==> src/rtl/pm_event_status.sv <==
module pm_event_status #(
  parameter int TMR_W   = 24,
  parameter int TAP_BIT = 22,
  parameter int NUM_EXT = 4
) (
  input  logic               clk,
  input  logic               rst_n,
  input  logic               tick_en,
  input  logic [NUM_EXT-1:0] ext_req,
  input  logic               int_req,
  input  logic               dma_req,
  input  logic               deep_cstate,
  input  logic               c2_msg,
  input  logic               ovf_en,
  input  logic               sci_sel,
  input  logic               bm_zero_en,
  input  logic               wr_en,
  input  logic [7:0]         wr_data,
  output logic [7:0]         stat_rd,
  output logic [TMR_W-1:0]   tmr_val,
  output logic               sci_irq,
  output logic               smi_irq
);

  localparam logic [TMR_W-1:0] ONE = TMR_W'(1);

  logic [TMR_W-1:0] tmr_q;
  logic ovf_sts, bm_gen, bm_dma;

  wire tap_rise = tick_en & ~tmr_q[TAP_BIT] & (&tmr_q[TAP_BIT-1:0]);
  wire gen_hit  = (|ext_req) | int_req | (c2_msg & deep_cstate);
  wire clr_ovf  = wr_en & wr_data[0];
  wire clr_bm   = wr_en & wr_data[4];
  wire bm_vis   = bm_dma | (bm_gen & ~bm_zero_en);
  wire ovf_irq  = ovf_sts & ovf_en;

  logic unused_wr;
  assign unused_wr = ^{wr_data[7:5], wr_data[3:1]};

  always_ff @(posedge clk) begin
    if (!rst_n) begin
      tmr_q   <= '0;
      ovf_sts <= 1'b0;
      bm_gen  <= 1'b0;
      bm_dma  <= 1'b0;
    end else begin
      if (tick_en) tmr_q <= tmr_q + ONE;
      if (tap_rise)     ovf_sts <= 1'b1;
      else if (clr_ovf) ovf_sts <= 1'b0;
      if (gen_hit)      bm_gen <= 1'b1;
      else if (clr_bm)  bm_gen <= 1'b0;
      if (dma_req)      bm_dma <= 1'b1;
      else if (clr_bm)  bm_dma <= 1'b0;
    end
  end

  assign tmr_val = tmr_q;
  assign stat_rd = {3'b000, bm_vis, 3'b000, ovf_sts};
  assign sci_irq = ovf_irq & sci_sel;
  assign smi_irq = ovf_irq & ~sci_sel;

  AST_TMR_STEP: assert property (@(posedge clk) disable iff (!rst_n)
    tick_en |=> tmr_val == $past(tmr_val) + ONE);
  AST_TMR_HOLD: assert property (@(posedge clk) disable iff (!rst_n)
    !tick_en |=> $stable(tmr_val));
  AST_TAP_SETS: assert property (@(posedge clk) disable iff (!rst_n)
    $rose(tmr_val[TAP_BIT]) |-> stat_rd[0]);
  AST_ZERO_KEEPS: assert property (@(posedge clk) disable iff (!rst_n)
    (wr_en && !wr_data[0] && stat_rd[0]) |=> stat_rd[0]);
  AST_IRQ_EXCL: assert property (@(posedge clk) disable iff (!rst_n)
    $onehot0({sci_irq, smi_irq}));
  AST_DMA_SHOWS: assert property (@(posedge clk) disable iff (!rst_n)
    dma_req |=> stat_rd[4]);
  AST_BM_NO_IRQ: assert property (@(posedge clk) disable iff (!rst_n)
    ($rose(stat_rd[4]) && !stat_rd[0]) |-> !(sci_irq || smi_irq));
  AST_RSVD_ZERO: assert property (@(posedge clk) disable iff (!rst_n)
    stat_rd[7:5] == 3'b000 && stat_rd[3:1] == 3'b000);

endmodule

==> config.mk <==
export PLATFORM = sky130hd
export DESIGN_NAME = pm_event_status
export DESIGN_NICKNAME = d
export VERILOG_FILES = /design/src/rtl/pm_event_status.sv
export SDC_FILE = /design/constraint.sdc
export NUM_CORES = 1
export LEC_CHECK = 0
export ABC_CLOCK_PERIOD_IN_PS = 3400
export BUFFER_PORTS_ARGS = -buffer_cell sky130_fd_sc_hd__buf_2
export CORE_MARGIN = 10
export CORE_UTILIZATION = 50
export DETAILED_ROUTE_END_ITERATION = 16
export MAX_ROUTING_LAYER = met4
export PLACE_DENSITY = 0.84
export SYNTH_ARGS = -nofsm -noshare
export SYNTH_HDL_FRONTEND = slang
export SYNTH_SLANG_ARGS = --single-unit
==> constraint.sdc <==
create_clock -name clk -period 3.4 [get_ports clk]
set_input_delay 0.34 -clock clk [delete_from_list [all_inputs] [get_ports clk]]
set_output_delay 0.34 -clock clk [all_outputs]
set_load 0.005 [all_outputs]
### Word-level counts from Yosys, hierarchy flattened

Cells that the tools add are included.

| storage, ports and cells | value |
|---|---|
| input bits | 23 |
| register bits | 27 |
| word-level logic and storage cells | 30 |
| output and inout port bits | 34 |

| operators by class | value |
|---|---|
| mux-type cells | 5 |
| reductions and logical operators | 5 |
| bitwise logic cells | 15 |
| add/sub/neg operators | 1 |

Operator list:

| operator | count |
|---|---|
| 24-bit by 1-bit adder with 24-bit output, second input constant | 1 |
| 22-bit AND reduction | 1 |
| 1-bit AND | 9 |
| 2-bit nonzero test | 3 |
| 1-bit two-way mux | 5 |
| 4-bit OR reduction | 1 |
| 1-bit inverter | 3 |
| 1-bit OR | 3 |

### Logic depth before layout (Yosys ltp)

| depth | value |
|---|---|
| depth in word-level cells | 4 |
| gate-level depth with buffers | 6 |
| depth with buffers taken out | 5 |

### Least setup slack after synthesis

No wires, ideal clock.

| timing | value |
|---|---|
| kind | register -> register |
| from | register tmr_q[0], in the netlist tmr_val[0] |
| to | register tmr_q[16], in the netlist tmr_val[16] |
| clock period less this slack | 1626 ps |
| setup time | 70 ps |
| path buffers | 1 |
| cell stages (with the launch flop) | 7 |
| path slack | 1774 ps |
| data required time | 3330 ps |
| arrival time | 1556 ps |
| cells stage by stage | dfxtp_1 > ha_1 > and4_1 > nand4_1 > clkbuf_2 > or3_1 > a21oi_1 |

| between the ends | value |
|---|---|
| longest elaborated chain between the ends | 1 |

Ends and longest elaborated chain:

| what | RTL line | source |
|---|---|---|
| start, declared | 27 | `logic [TMR_W-1:0] tmr_q;` |
| start signal, assigned | 47 | `if (tick_en) tmr_q <= tmr_q + ONE;` |
| 24-bit by 1-bit adder with 24-bit output | 47 |  |

Every way passes these cells.
A chain may end at the register's enable or synchronous reset.

### Worst setup path in the final report

| timing | value |
|---|---|
| from | register tmr_q[0], in the netlist tmr_val[0] |
| to | register tmr_q[20], in the netlist tmr_val[20] |

Same word-level chain as after synthesis.

==> key figures <==
Placement
  • Hpwl dp: roughly 2.4 mm
  • PortBufs: 44
  • Inst Count DP: 222
  • Routability cong.: 0.7798

Global routing
  • GRT Max-Usage Layer: met2
  • Initial antenna violation count: 0
  • Global-route met2 utilization: between 20% and 30%
  • Grt met3 use: 5.160%
  • Number of global-route vias before repair: 1173
  • First-pass GRT wire length: 5.250 mm
  • Largest net degree at the start of global routing: 25
  • Global-route usage over all layers: 12.58%
  • Global Route met1 Usage: about an eighth
  • GRT overflow: 0

Critical path
  • Critical Path Sink Type: flip-flop
  • Worst path max stage delay: 0.58 ns
  • Startpoint Class: flip-flop
  • CP max FO: 12
  • Critical path class: reg2reg
  • WP buf/inv: 0
  • CP required: 3.67 ns
  • Critical-path cell list: ha_1 > and4_1 > nand4_1 > or4_1 > a21oi_1
  • Top delay family on crit path: simple AND/OR/NAND/NOR gates
  • Arrival time at the worst endpoint: 2.36 ns
  • Slowest stage cell on the critical path: or4_1

Detailed routing
  • Final WL: 3.195 mm
  • DR vias/cell: 5.465
  • Wire per inst: 14.14 um
  • Vias post-DR: 1235
  • Detailed-router iteration count before antenna repair: 4
  • ANT nets after route: 0
  • DRC viols: 0
  • Initial drt markers: 49

STA
  • RSZ-0062 raised after global routing: false
  • Fin Setup TNS: 0 ns
  • Worst slew margin: 51.30%
  • Post-route minimum period: 2.084 ns
  • Final Cycle Share: 61.29%
  • Final setup viols: 0
  • Fmax: about 480 MHz
  • Worst-Margin Slew: 0.7297 ns
  • Clk_skew: 0.002271 ns
  • Final Max Tran Viols: 0
  • Final Hold Vio Count: 0

Logic synthesis
  • Cells after Synth: around 160
  • Post-synthesis sequential area ratio: slightly above 40%
  • Post-Syn Area: ~1300 um2
  • Number of distinct library cells after synthesis: 34
  • Syn avg cell area: 8.244 um2
  • Most frequently used flop master after synthesis: dfxtp_1
  • Number of synthesized flops with an enable pin: 0
  • Post-synth top area share: 41.50%
  • Ys async rst share: 0%
  • Synth area leaders: dfxtp_1, buf_4, nand2_1
  • Synth Register Bits: 27
  • Warning count from the yosys run: 0
  • Largest area contributor in the netlist: dfxtp_1

Clock network
  • CTS root buffer: clkbuf_4
  • Resized cells post-CTS: 0
  • CTS tree: built
  • Post-CTS Setup Bufs: 0
  • CTS Hold Bufs: 0
  • Sink Count: 27
  • H-tree depth: 1
  • Clk slew on worst S/H paths: 0.15 ns
  • Clock insertion delay at the later pin of the skew report: 0.33 ns
  • CTS buffer count: 3
  • Clock Path Buffers: 2

Power
  • P_leak: 0.6621 nW
  • Clk pwr share: between 20 and 30%
  • PD cells: 330.8 nW/um2
  • Sw frac: between 20% and 30%
  • Psw: 0.1214 mW
  • Comb pwr share: approximately 6.6%
  • Peak VDD IR: 266.2 uV
  • P_int: roughly 0.38 mW
  • Sequential power share: 64.7%

Cells and area
  • Nets: 221
  • # diodes: 0
  • P&R area growth vs syn: 16.33%
  • Non-Filler Instances: about 230
  • Layout cells sized above 1: a little over a quarter

Floorplan
  • Rows: 18
  • Ports: 57
  • Die ar.: 5047 um2
  • Die Span Y: about 71 um
  • Initial Util: 52.58%
  • Core ar.: approximately 2500 um2
  • Die W: between 70 and 80 um

Job
  • MaxCap Viol Count: 0

Hold path
  • Worst Hold Class: in2reg

Status
  • Status: finished clean
[worst min-delay path, cell delays in order]
cell,delay (ns)
buf_2,0.08
a21oi_1,0.03
nor2_1,0.06
[cell families after synthesis]
group / count (synthesis) / synth area share, %
XOR/XNOR: 10 / 6.724
adder cells (fa/ha/maj): 1 / 0.9605
AND/OR/NAND/NOR: 71 / 28.72
buffers and inverters: 20 / 8.453
AO/OA/AOI/OAI: 25 / 11.05
flip-flops: 27 / 41.50
other: 1 / 0.2879
multiplexers: 3 / 2.306
[metrics by stage]
step / hold slack [ns] / util (%) / worst slack, ns / instance area, um2 / total power [mW]
floorplan: 0.4455 / - / 1.774 / 1321 / 0.3531
global placement: 0.4483 / 60.05 / 1.455 / 1488 / 0.3612
detailed placement: 0.4669 / 60.05 / 1.375 / 1488 / 0.3639
CTS: 0.2038 / 61.16 / 1.334 / 1515 / 0.5027
global route: 0.2419 / 61.16 / 1.153 / 1515 / 0.5229
finish: 0.2035 / 61.16 / 1.316 / 1515 / 0.5012
[cell usage in the layout (no fill, tap or decap), drive strengths merged, types with 3 or more instances in the layout]
cell type / n
conb: 6
a21oi: 11
buf: 44
or3: 9
nor2: 15
dfxtp: 27
nand4: 5
inv: 5
and3: 5
nor4: 4
xnor2: 4
o21ai: 7
and4: 3
nand3: 7
nand2: 17
mux2i: 3
xor2: 6
clkbuf: 3
[sequential cells by signal, indices dropped and copies added (netlist names)]
name     flops
bm_gen       1
ovf_sts      1
bm_dma       1
tmr_val     24
[per-layer routing]
metal / up-vias / part of all wire (%)
li1: 611 / -
met1: 568 / 42
met2: 51 / 48
met3: 5 / 9.1
met4: 0 / 1.4
met5: - / 0
[worst paths after layout]
check                           slack, ns           to  startpoint  cells after the start
worst max register to register       1.32  tmr_val[20]  tmr_val[0]                      5
worst min-delay path                 0.20       bm_dma     dma_req                      3
worst min register to register       0.49      ovf_sts     ovf_sts                      2
worst max-delay path                 1.32  tmr_val[20]  tmr_val[0]                      5
[cells in the mapped netlist, types with 2 or more instances]
cell type  number
and4_1          3
and3_1          4
nand2b_1        2
xnor2_1         4
inv_1           5
nand4_1         5
clkbuf_1        3
xor2_1          6
nor2_1         15
or4_1           2
o21bai_1        2
o21ai_0         7
nand3_1         7
buf_2           3
nand2_1        16
buf_4           8
mux2i_1         3
nor4_1          3
dfxtp_1        27
or3_1           9
a21oi_1        11
[power groups by stage]
stage | Sequential, mW | Clock, mW | Combinational [mW]
4_1_cts | 0.324 | 0.145 | 0.0330
2_1_floorplan | 0.331 | 0 | 0.0225
6_report | 0.324 | 0.144 | 0.0329
3_5_place_dp | 0.331 | 0 | 0.0328
3_3_place_gp | 0.330 | 0 | 0.0309
5_1_grt | 0.325 | 0.159 | 0.0382
[final cells by class]
cell class	instances	area, um2
multi-input combinational	116	670.6
sequential	27	540.5
inverter	5	18.77
fill	233	962.2
clock buffer	3	22.52
clock inverter	1	5.005
tap	30	37.54
timing repair buffer	44	220.2
(Power assumes the default switching activity.)
